**config.mk**
```make
export PLATFORM = sky130hd
export DESIGN_NAME = wbc_cache
export DESIGN_NICKNAME = d
export VERILOG_FILES = /design/src/rtl/wbc_pkg.sv /design/src/rtl/wbc_tag_store.sv /design/src/rtl/wbc_data_store.sv /design/src/rtl/wbc_ctrl.sv /design/src/rtl/wbc_cache.sv
export SDC_FILE = /design/constraint.sdc
export NUM_CORES = 1
export LEC_CHECK = 0
export BUFFER_PORTS_ARGS = -buffer_cell sky130_fd_sc_hd__buf_4
export CAP_MARGIN = 20
export CORE_UTILIZATION = 61
export CTS_CLUSTER_SIZE = 10
export DETAILED_ROUTE_END_ITERATION = 16
export PLACE_DENSITY = 0.88
export SYNTH_ARGS = -nofsm -noshare
export SYNTH_HDL_FRONTEND = slang
export SYNTH_SLANG_ARGS = --single-unit
```
**constraint.sdc**
```tcl
create_clock -name clk -period 5.3 [get_ports clk]
set_input_delay 0.265 -clock clk [delete_from_list [all_inputs] [get_ports clk]]
set_output_delay 0.265 -clock clk [all_outputs]
set_load 0.03 [all_outputs]
```
**src/rtl/wbc_pkg.sv**
```systemverilog
package wbc_pkg;
  localparam int ADDR_W = 8;
  localparam int IDX_W  = 4;
  localparam int OFF_W  = 1;
  localparam int DATA_W = 8;
  localparam int WAYS   = 2;
  localparam int TAG_W  = ADDR_W - IDX_W - OFF_W;
  localparam int SETS   = 1 << IDX_W;
  localparam int BEATS  = 1 << OFF_W;
  localparam int WAY_W  = $clog2(WAYS);

  typedef logic [ADDR_W-1:0] addr_t;
  typedef logic [TAG_W-1:0]  tag_t;
  typedef logic [IDX_W-1:0]  idx_t;
  typedef logic [OFF_W-1:0]  off_t;
  typedef logic [DATA_W-1:0] byte_t;
  typedef logic [WAY_W-1:0]  way_t;

  typedef enum logic [2:0] {
    ST_IDLE, ST_LOOKUP, ST_WBACK, ST_REFILL, ST_RESPOND
  } state_t;

  function automatic tag_t tag_of(addr_t a);
    return a[ADDR_W-1 -: TAG_W];
  endfunction

  function automatic idx_t idx_of(addr_t a);
    return a[OFF_W +: IDX_W];
  endfunction

  function automatic off_t off_of(addr_t a);
    return a[OFF_W-1:0];
  endfunction

  function automatic addr_t join_addr(tag_t t, idx_t i, off_t o);
    return {t, i, o};
  endfunction

  // lowest-numbered invalid way wins; with every way valid the recency pick is used
  function automatic way_t victim_pick(logic [WAYS-1:0] valid, way_t lru);
    way_t pick;
    pick = lru;
    for (int w = WAYS - 1; w >= 0; w--) begin
      if (!valid[w]) pick = way_t'(w);
    end
    return pick;
  endfunction
endpackage

```
**src/rtl/wbc_tag_store.sv**
```systemverilog
module wbc_tag_store
  import wbc_pkg::*;
(
  input  logic                        clk,
  input  logic                        rst_n,
  input  idx_t                        idx,
  input  tag_t                        cmp_tag,
  input  logic                        fill_en,
  input  logic                        dirty_set,
  input  logic                        lru_upd,
  input  way_t                        acc_way,
  output logic [WAYS-1:0]             way_valid,
  output logic [WAYS-1:0]             way_dirty,
  output logic [WAYS-1:0]             way_hit,
  output logic [WAYS-1:0][TAG_W-1:0]  way_tag,
  output way_t                        lru_way
);
  logic [SETS-1:0] lru_q;

  for (genvar w = 0; w < WAYS; w++) begin : g_way
    logic [SETS-1:0] valid_q;
    logic [SETS-1:0] dirty_q;
    tag_t            tag_q [SETS];
    logic            sel;

    assign sel = (acc_way == way_t'(w));

    always_ff @(posedge clk or negedge rst_n) begin
      if (!rst_n) begin
        valid_q <= '0;
        dirty_q <= '0;
      end else if (fill_en && sel) begin
        valid_q[idx] <= 1'b1;
        dirty_q[idx] <= 1'b0;
      end else if (dirty_set && sel) begin
        dirty_q[idx] <= 1'b1;
      end
    end

    always_ff @(posedge clk) begin
      if (fill_en && sel) tag_q[idx] <= cmp_tag;
    end

    assign way_valid[w] = valid_q[idx];
    assign way_dirty[w] = dirty_q[idx];
    assign way_tag[w]   = tag_q[idx];
    // valid gates the tag compare
    assign way_hit[w]   = valid_q[idx] && (tag_q[idx] == cmp_tag);
  end

  // one bit per set naming the way to evict next
  always_ff @(posedge clk or negedge rst_n) begin
    if (!rst_n) lru_q <= '0;
    else if (lru_upd) lru_q[idx] <= ~acc_way;
  end

  assign lru_way = lru_q[idx];
endmodule

```
**src/rtl/wbc_data_store.sv**
```systemverilog
module wbc_data_store
  import wbc_pkg::*;
(
  input  logic                        clk,
  input  idx_t                        idx,
  input  off_t                        rd_off,
  input  logic                        wr_en,
  input  way_t                        wr_way,
  input  off_t                        wr_off,
  input  byte_t                       wr_data,
  output logic [WAYS-1:0][DATA_W-1:0] rd_data
);
  for (genvar w = 0; w < WAYS; w++) begin : g_way
    byte_t line_q [SETS][BEATS];

    always_ff @(posedge clk) begin
      if (wr_en && (wr_way == way_t'(w))) line_q[idx][wr_off] <= wr_data;
    end

    assign rd_data[w] = line_q[idx][rd_off];
  end
endmodule

```
**src/rtl/wbc_ctrl.sv**
```systemverilog
module wbc_ctrl
  import wbc_pkg::*;
(
  input  logic                        clk,
  input  logic                        rst_n,
  input  logic                        req_valid,
  input  logic                        req_write,
  input  addr_t                       req_addr,
  input  byte_t                       req_wdata,
  output logic                        req_ready,
  output logic                        resp_valid,
  output logic                        resp_hit,
  output byte_t                       resp_rdata,
  output logic                        mem_valid,
  output logic                        mem_write,
  output addr_t                       mem_addr,
  output byte_t                       mem_wdata,
  input  logic                        mem_ready,
  input  byte_t                       mem_rdata,
  output idx_t                        cur_idx,
  output tag_t                        cur_tag,
  output off_t                        rd_off,
  input  logic [WAYS-1:0]             way_valid,
  input  logic [WAYS-1:0]             way_dirty,
  input  logic [WAYS-1:0]             way_hit,
  input  logic [WAYS-1:0][TAG_W-1:0]  way_tag,
  input  way_t                        lru_way,
  input  logic [WAYS-1:0][DATA_W-1:0] rd_data,
  output logic                        fill_en,
  output logic                        dirty_set,
  output logic                        lru_upd,
  output way_t                        sel_way,
  output logic                        wr_en,
  output off_t                        wr_off,
  output byte_t                       wr_data,
  output logic                        ev_lookup_hit,
  output logic                        ev_lookup_miss,
  output logic                        ev_wb_done,
  output logic                        ev_fill_done
);
  state_t state_q;
  logic   wr_q;
  addr_t  addr_q;
  byte_t  data_q;
  way_t   way_q;
  logic   hit_q;
  off_t   beat_q;

  way_t   hit_way;
  way_t   victim;
  logic   any_hit;
  logic   beat_last;
  logic   victim_dirty;

  always_comb begin
    hit_way = '0;
    for (int w = 0; w < WAYS; w++) begin
      if (way_hit[w]) hit_way = way_t'(w);
    end
  end

  assign any_hit      = |way_hit;
  assign victim       = victim_pick(way_valid, lru_way);
  assign victim_dirty = way_valid[victim] && way_dirty[victim];
  assign beat_last    = (beat_q == off_t'(BEATS - 1));

  always_ff @(posedge clk or negedge rst_n) begin
    if (!rst_n) begin
      state_q <= ST_IDLE;
      wr_q    <= 1'b0;
      addr_q  <= '0;
      data_q  <= '0;
      way_q   <= '0;
      hit_q   <= 1'b0;
      beat_q  <= '0;
    end else begin
      case (state_q)
        ST_IDLE: if (req_valid) begin
          wr_q    <= req_write;
          addr_q  <= req_addr;
          data_q  <= req_wdata;
          state_q <= ST_LOOKUP;
        end
        ST_LOOKUP: begin
          hit_q   <= any_hit;
          way_q   <= any_hit ? hit_way : victim;
          beat_q  <= '0;
          state_q <= any_hit ? ST_RESPOND : (victim_dirty ? ST_WBACK : ST_REFILL);
        end
        ST_WBACK: if (mem_ready) begin
          beat_q <= beat_q + 1'b1;
          if (beat_last) state_q <= ST_REFILL;
        end
        ST_REFILL: if (mem_ready) begin
          beat_q <= beat_q + 1'b1;
          if (beat_last) state_q <= ST_RESPOND;
        end
        ST_RESPOND: state_q <= ST_IDLE;
        default:    state_q <= ST_IDLE;
      endcase
    end
  end

  assign cur_idx    = idx_of(addr_q);
  assign cur_tag    = tag_of(addr_q);
  assign rd_off     = (state_q == ST_WBACK) ? beat_q : off_of(addr_q);
  assign sel_way    = way_q;

  assign req_ready  = (state_q == ST_IDLE);
  assign resp_valid = (state_q == ST_RESPOND);
  assign resp_hit   = resp_valid && hit_q;
  assign resp_rdata = wr_q ? data_q : rd_data[way_q];

  assign mem_valid  = (state_q == ST_WBACK) || (state_q == ST_REFILL);
  assign mem_write  = (state_q == ST_WBACK);
  assign mem_addr   = mem_write ? join_addr(way_tag[way_q], cur_idx, beat_q)
                                : join_addr(cur_tag, cur_idx, beat_q);
  assign mem_wdata  = mem_write ? rd_data[way_q] : '0;

  assign wr_en      = ((state_q == ST_REFILL) && mem_ready) || (resp_valid && wr_q);
  assign wr_off     = (state_q == ST_REFILL) ? beat_q : off_of(addr_q);
  assign wr_data    = (state_q == ST_REFILL) ? mem_rdata : data_q;
  assign fill_en    = (state_q == ST_REFILL) && mem_ready && beat_last;
  assign dirty_set  = resp_valid && wr_q;
  assign lru_upd    = resp_valid;

  assign ev_lookup_hit  = (state_q == ST_LOOKUP) && any_hit;
  assign ev_lookup_miss = (state_q == ST_LOOKUP) && !any_hit;
  assign ev_wb_done     = (state_q == ST_WBACK) && mem_ready && beat_last;
  assign ev_fill_done   = fill_en;
endmodule

```
**src/rtl/wbc_cache.sv**
```systemverilog
module wbc_cache
  import wbc_pkg::*;
(
  input  logic              clk,
  input  logic              rst_n,
  input  logic              req_valid,
  output logic              req_ready,
  input  logic              req_write,
  input  logic [ADDR_W-1:0] req_addr,
  input  logic [DATA_W-1:0] req_wdata,
  output logic              resp_valid,
  output logic              resp_hit,
  output logic [DATA_W-1:0] resp_rdata,
  output logic              mem_valid,
  input  logic              mem_ready,
  output logic              mem_write,
  output logic [ADDR_W-1:0] mem_addr,
  output logic [DATA_W-1:0] mem_wdata,
  input  logic [DATA_W-1:0] mem_rdata
);
  logic [WAYS-1:0]             way_valid;
  logic [WAYS-1:0]             way_dirty;
  logic [WAYS-1:0]             way_hit;
  logic [WAYS-1:0][TAG_W-1:0]  way_tag;
  logic [WAYS-1:0][DATA_W-1:0] rd_data;
  way_t                        lru_way;
  idx_t                        cur_idx;
  tag_t                        cur_tag;
  off_t                        rd_off;
  off_t                        wr_off;
  byte_t                       wr_data;
  way_t                        sel_way;
  logic                        fill_en;
  logic                        dirty_set;
  logic                        lru_upd;
  logic                        wr_en;
  logic                        ev_lookup_hit;
  logic                        ev_lookup_miss;
  logic                        ev_wb_done;
  logic                        ev_fill_done;

  wbc_tag_store u_tags (
    .clk       (clk),
    .rst_n     (rst_n),
    .idx       (cur_idx),
    .cmp_tag   (cur_tag),
    .fill_en   (fill_en),
    .dirty_set (dirty_set),
    .lru_upd   (lru_upd),
    .acc_way   (sel_way),
    .way_valid (way_valid),
    .way_dirty (way_dirty),
    .way_hit   (way_hit),
    .way_tag   (way_tag),
    .lru_way   (lru_way)
  );

  wbc_data_store u_data (
    .clk     (clk),
    .idx     (cur_idx),
    .rd_off  (rd_off),
    .wr_en   (wr_en),
    .wr_way  (sel_way),
    .wr_off  (wr_off),
    .wr_data (wr_data),
    .rd_data (rd_data)
  );

  wbc_ctrl u_ctrl (
    .clk            (clk),
    .rst_n          (rst_n),
    .req_valid      (req_valid),
    .req_write      (req_write),
    .req_addr       (req_addr),
    .req_wdata      (req_wdata),
    .req_ready      (req_ready),
    .resp_valid     (resp_valid),
    .resp_hit       (resp_hit),
    .resp_rdata     (resp_rdata),
    .mem_valid      (mem_valid),
    .mem_write      (mem_write),
    .mem_addr       (mem_addr),
    .mem_wdata      (mem_wdata),
    .mem_ready      (mem_ready),
    .mem_rdata      (mem_rdata),
    .cur_idx        (cur_idx),
    .cur_tag        (cur_tag),
    .rd_off         (rd_off),
    .way_valid      (way_valid),
    .way_dirty      (way_dirty),
    .way_hit        (way_hit),
    .way_tag        (way_tag),
    .lru_way        (lru_way),
    .rd_data        (rd_data),
    .fill_en        (fill_en),
    .dirty_set      (dirty_set),
    .lru_upd        (lru_upd),
    .sel_way        (sel_way),
    .wr_en          (wr_en),
    .wr_off         (wr_off),
    .wr_data        (wr_data),
    .ev_lookup_hit  (ev_lookup_hit),
    .ev_lookup_miss (ev_lookup_miss),
    .ev_wb_done     (ev_wb_done),
    .ev_fill_done   (ev_fill_done)
  );
endmodule

```
# Word-level counts from Yosys, hierarchy flattened
# Memory sizes are Yosys's and may differ from the RTL's.
# Index checks and enable logic that the tools add are counted.
[classes] bitwise_logic=10 muxes=61 magnitude_cmp=7 n_reduce_logical=26 eq_ne=12 add_sub_neg=1
[ops] operator="2-to-1 mux 8 bit" count=13
[ops] operator="2-to-1 mux 16 bit" count=6
[ops] operator="bitwise OR 16 bit" count=4
[ops] operator="bitwise AND 16 bit" count=2
[ops] operator="2-to-1 mux 1 bit" count=24
[ops] operator="2-to-1 mux 3 bit" count=8
[ops] operator="binary-select mux 1 bit (select 4 bit)" count=5
[ops] operator="bitwise mux 16 bit" count=1
[ops] operator="inverter 16 bit" count=1
[ops] operator="logical AND 1 bit" count=15
[ops] operator="one-hot mux 3 bit (4 select lines)" count=1
[ops] operator="demux 8 bit (select 1 bit)" count=1
[ops] operator="inequality test 2 bit (second input constant)" count=4
[ops] operator="== test 3 x 2 -> 1 bit (second input constant)" count=2
[ops] operator="== test 3 bit" count=2
[ops] operator="nonzero test 2 bit" count=3
[ops] operator="less-than comparator 4 x 5 -> 1 bit (second input constant)" count=1
[ops] operator="AND reduction 5 bit" count=1
[ops] operator="demux 1 bit (select 4 bit)" count=1
[ops] operator=">= comparator 2 bit (second input constant)" count=2
[ops] operator=">= comparator 4 x 1 -> 1 bit (second input constant)" count=1
[ops] operator="less-than comparator 1 x 2 -> 1 bit (second input constant)" count=2
[ops] operator="inequality test 2 x 1 -> 1 bit (second input constant)" count=2
[ops] operator="inverter 1 -> 2 bit" count=2
[ops] operator="other kinds (10)" count=13
[word_totals] ff_bits=103 in_bits=29 wordCells=133 out_inout_bits=29 ramBits=608 mem_count=4
[memory_table] memory="u_data.g_way[0].line_q" depth=16 word_bits=16 rd=1 rd_clocked_by_memory_dff=0 wr=1 line_no="wbc_data_store.sv:14" source="byte_t line_q [SETS][BEATS];"
[memory_table] memory="u_data.g_way[1].line_q" depth=16 word_bits=16 rd=1 rd_clocked_by_memory_dff=0 wr=1 line_no="wbc_data_store.sv:14"
[memory_table] memory="u_tags.g_way[0].tag_q" depth=16 word_bits=3 rd=1 rd_clocked_by_memory_dff=0 wr=1 line_no="wbc_tag_store.sv:23" source="tag_t tag_q [SETS];"
[memory_table] memory="u_tags.g_way[1].tag_q" depth=16 word_bits=3 rd=1 rd_clocked_by_memory_dff=0 wr=1 line_no="wbc_tag_store.sv:23"

# Longest topological paths before layout
[logic_depth] depth_word=10 depth_mapped=11 ltp_nobuf=7

# Modules after synthesis
# From an unflattened synthesis, not the netlist that was laid out.
[hier_totals] hier_cells=1758 area_unflattened_um2=29240.5
[by_module_without_submodules] mod="wbc_data_store" cells_each=1074 instances=1 area_per_inst_um2=20086.8 seq_area_each_um2=15374.7
[by_module_without_submodules] mod="wbc_tag_store" cells_each=535 instances=1 area_per_inst_um2=7490.9 seq_area_each_um2=4884.7
[by_module_without_submodules] mod="wbc_ctrl" cells_each=149 instances=1 area_per_inst_um2=1662.8 seq_area_each_um2=575.6

# Worst setup path after synthesis
# OpenSTA, ideal clock, no wires.
[synth_path] path_kind="register to register" from="register u_ctrl.state_q[1]" to="memory u_data.g_way[0].line_q[10][0] in the netlist's numbering (enable)" path_buffers=3 path_slack_ps=2329 setup_time_ps=370 path_stages_with_launch=10 arrival_time_ps=2601 period_less_slack_ps=2971 cell_sequence="dfrtp_1 nor2b_1 nand2_1 clkbuf_1 nor2_1 a31oi_1 or2_2 clkbuf_1 clkbuf_1 nor2_1"
[synth_via] elab_chain_cells=8 word_cells_on_any_way=15 cone_classes="order compare: 2; eq/ne: 2; mux: 5; bitwise: 1; reduce/logical: 5"
[synth_rtl] item="start, declared" line_no="wbc_ctrl.sv:41" source="state_t state_q;"
[synth_rtl] item="start signal, assigned" line_no="wbc_ctrl.sv:88" source="state_q <= any_hit ? ST_RESPOND : (victim_dirty ? ST_WBACK : ST_REFILL);"
[synth_rtl] item="== test 3 x 2 -> 1 bit" line_no="wbc_ctrl.sv:120, wbc_ctrl.sv:121"
[synth_rtl] item="2-to-1 mux 1 bit" line_no="wbc_ctrl.sv:121" source="assign wr_off = (state_q == ST_REFILL) ? beat_q : off_of(addr_q);"
[synth_rtl] item="inverter 1 -> 2 bit (not written as such)" line_no="wbc_data_store.sv:17" source="if (wr_en && (wr_way == way_t'(w))) line_q[idx][wr_off] <= wr_data;"
[synth_rtl] item=">= comparator 2 bit (not written as such) / less-than comparator 2 x 1 -> 1 bit (equally long branches)" line_no="wbc_data_store.sv:17"
[synth_rtl] item="logical AND 1 bit (not written as such)" line_no="wbc_data_store.sv:17"
[synth_rtl] item="2-to-1 mux 8 bit (not written as such)" line_no="wbc_data_store.sv:17"
[synth_rtl] item="demux 8 bit (select 1 bit)" line_no="wbc_data_store.sv:17"
[synth_rtl] item="2-to-1 mux 16 bit (not written as such) *" line_no="wbc_data_store.sv:17"
[synth_rtl] item="end, declared" line_no="wbc_data_store.sv:14"
# Mark *: on every way between the ends. The rest lies on a longest branch, timed or not.

# Worst setup path after layout
[layout_path] from="register u_ctrl.addr_q[2]" to="output resp_rdata[2]"
[layout_via] elab_chain_cells=7 word_cells_on_any_way=11 cone_classes="mux: 9; memory: 2"
[layout_rtl] item="start, declared" line_no="wbc_ctrl.sv:43" source="addr_t addr_q;"
[layout_rtl] item="start signal, assigned" line_no="wbc_ctrl.sv:80" source="addr_q <= req_addr;"
[layout_rtl] item="memory read (16 x 16 bit)"
[layout_rtl] item="2-to-1 mux 8 bit (not written as such) (3 in series)" line_no="wbc_data_store.sv:20" source="assign rd_data[w] = line_q[idx][rd_off];"
[layout_rtl] item="2-to-1 mux 8 bit (not written as such) * (2 in series)" line_no="wbc_ctrl.sv:112" source="assign resp_rdata = wr_q ? data_q : rd_data[way_q];"
[layout_rtl] item="2-to-1 mux 8 bit *" line_no="wbc_ctrl.sv:112"
[layout_rtl] item="end, declared" line_no="wbc_cache.sv:13" source="output logic [DATA_W-1:0] resp_rdata,"
# Mark *: on every way between the ends. The rest lies on a longest branch, timed or not. The select of a mux whose other input is x is not followed.

==> results.md <==
* Status: finished clean
* Core ar. at 0.0458 sq mm
* CTS tree: built
* Post-synthesis instance total at 1499
* Synth Warn # at 0
* Fin Clk Skew at 16.3 ps
* Crit path max fanout at 67
* Worst Tran Pin Value at 1110 ps
* Worst Hold Class: input port to flip-flop
* Slew Limit Fails at 0
* Register bit total from synthesis at 711
* Slew HR at 26.0%
* Capturing element type of the critical path: primary output
* CP Data Arrival Time at 4280 ps
* Worst hold slack at 113 ps
* Synthesized net count at 1528
* Area added between synthesis and finish at 13.0%
* Initial Util at 62.4%
* Final core utilization at 70.5%
* Antenna-violating nets left at 0
* Post-DP HPWL at 41.8 mm
* Placement Setup Slack at 1520 ps
* Worst Setup SP: u_ctrl.addr_q[2]
* Gpl congestion at 0.877
* Multi-input logic area at 0.00725 sq mm
* CP Class: flip-flop to primary output
* HP Start: req_valid
* GRT Util Overall at 31.8%
* Setup TNS Final at 0 ps
* Proportion of layout cells with a drive suffix above 1 at 26.6%
* Cell Count, Final, Fillers Out at 2264
* H-tree levels at 3
* Synthesized area at 0.0286 sq mm
* Highest clock rate at 0.220 GHz
* Worst Setup Start Kind: flip-flop
* WP data required at 5040 ps
* Skew-Pair Late Insertion Delay at 620 ps
* Unique masters post-synth at 43
* Post-CTS setup buffer count at 0
* Initial antenna violation count at 1
* Reg clk slew, reported paths at 60 ps
* Detailed-route DRC error count at 0
* Die area at 0.0477 sq mm
* PD cells at 615 mW/mm^2
* Root buf cell: clkbuf_16
* RSZ-0062 raised after global routing: no
* CTS Buffer Depth at 3
* Final wirelength at 74.0 mm
* EDFF count, synth at 608
* Final nets at 1623
* Initial DRC count at 2397
* Peak VDD IR at 0.837 mV
* Commonest non-fill, non-tap cell in the layout: edfxtp_1
* # port buffers at 57
* Chip width at 218 um
* Largest net degree at the start of global routing at 74
* CTS buffer count at 81
* Vias per cell at 7.06
* Routed via count at 16000
* Setup-failing EPs final at 0
* Reg area at 0.0208 sq mm
* Mean post-synth cell area at 19.1 sq um
* Max_cap viols at 0
* Number of global-route vias before repair at 16400
* Grt ovf at 0
* Dominant synthesized flop cell: edfxtp_1
* Chip height at 218 um
* Share of flip-flops with an asynchronous set or reset at 14.5%
* Placement Rows at 78
* Fin crit share at 85.7%
* Most frequent cells in the layout: edfxtp_1, mux4_2, nor2_1, dfrtp_1, clkbuf_16
* Final critical-path required period at 4540 ps
* Placed insts at 2082
* Register area share after synthesis at 72.9%
* First-pass GRT wire length at 107 mm
* R2r startpoint: u_ctrl.addr_q[2]
* IO Pins at 58
* Setup WS post-layout at 759 ps
* Cell leakage power at 10.7 nW
* Hold Vio Cnt, Final at 0
* Clock sink total at 711
* Fillers at 2453
* Drt wl/cell at 32.7 um
* Drt pass-1 iters at 6
==> cell type report <==
class,instances,share of cell area [%]
antenna,3,0.0233
clock buffer,144,7.17
clock inverter,6,0.229
inverter,6,0.0698
multi-input combinational,688,22.5
sequential,711,64.6
tap,600,2.33
timing repair buffer,106,3.13
==> power by group <==
part | leakage, nW | switching, mW | internal, mW | total, mW
clock network | 1.13 | 2.18 | 2.96 | 5.14
logic | 2.87 | 3.99 | 2.71 | 6.70
registers | 6.70 | 0.675 | 7.36 | 8.03
==> flip-flops by register name (all words and copies together), names as in the netlist, named ones only <==
name,flops
u_ctrl.state_q,3
u_ctrl.addr_q,8
u_ctrl.beat_last,1
u_tags.g_way.valid_q,32
u_data.g_way.line_q,512
u_ctrl.data_q,8
u_ctrl.sel_way,1
u_ctrl.hit_q,1
u_tags.g_way.tag_q,96
u_tags.lru_q,16
u_ctrl.wr_q,1
==> per-layer routing <==
metal	global-route usage (%)	share of wire [%]	vias to the layer above	routed length, um
met2	52.5	51	1369	37600
met1	40.1	33	8129	24400
met4	13.8	4.5	0	3320
met5	0	0	-	0
li1	-	-	6212	-
met3	8.36	12	264	8640
==> critical path, stage by stage (launching register included) <==
cell and delay [ps]:
dfrtp_4 1120, buf_4 530, mux4_2 410, mux4_2 560, a22o_1 300, nor2_1 330
o21ai_1 150, buf_4 190
==> through the flow <==
stage	power (mW)	instance area (sq um)
after global routing	20.4	32300
after detailed placement	14.3	29500
after floorplan	12.2	28600
after global placement	14.0	29500
after CTS	19.5	32100
final	19.9	32300
==> worst paths after layout <==
path	slack (ps)	to	cells past startpoint
hold reg to reg	460	u_tags.g_way[1].valid_q[4]	1
min in group asynchronous	360	u_ctrl.beat_last	2
setup / recovery	760	resp_rdata[2]	7
setup reg to reg	1440	u_data.g_way[0].line_q[15][11]	3
max in group asynchronous	3780	u_tags.g_way[1].valid_q[0]	3
hold / removal	110	u_ctrl.state_q[0]	4
==> cells in the mapped netlist (2+ instances only) <==
master	count	area, sq um
o31ai_1	16	120
edfxtp_1	608	18300
or2_1	10	62.6
and3_1	3	18.8
o22ai_1	9	56.3
o21ai_0	28	140
mux2i_1	24	240
mux4_2	193	4350
a21oi_1	35	175
nand3_1	16	80.1
nand2_1	40	150
mux2_2	41	462
clkbuf_1	40	150
inv_1	6	22.5
buf_1	9	33.8
a22oi_1	3	22.5
dfrtp_1	103	2580
xnor2_1	5	43.8
nor2b_1	8	50.1
nand2b_1	10	62.6
buf_4	11	82.6
and2_1	2	12.5
a31oi_1	2	12.5
o21ai_1	8	40.0
buf_2	32	160
nor3_1	9	45.0
nor2_1	167	627
a22o_1	19	166
or2_2	23	144
a221o_1	6	60.1
==> kinds of logic after synthesis <==
group                     synth area share [%]
AOI/OAI and AO/OA                         2.97
xor gates and xnor gates                 0.153
and+or+nand+nor                           4.51
DFF                                       72.9
buffers and inverters                     1.68
muxes                                     17.8
==> what timing repair did <==
item / CTS / global route
hold buffers: 19 / 0
resized for setup: 0 / 0
hold endpoints to repair: 75 / 0
Power figures use the tool's default switching activity.
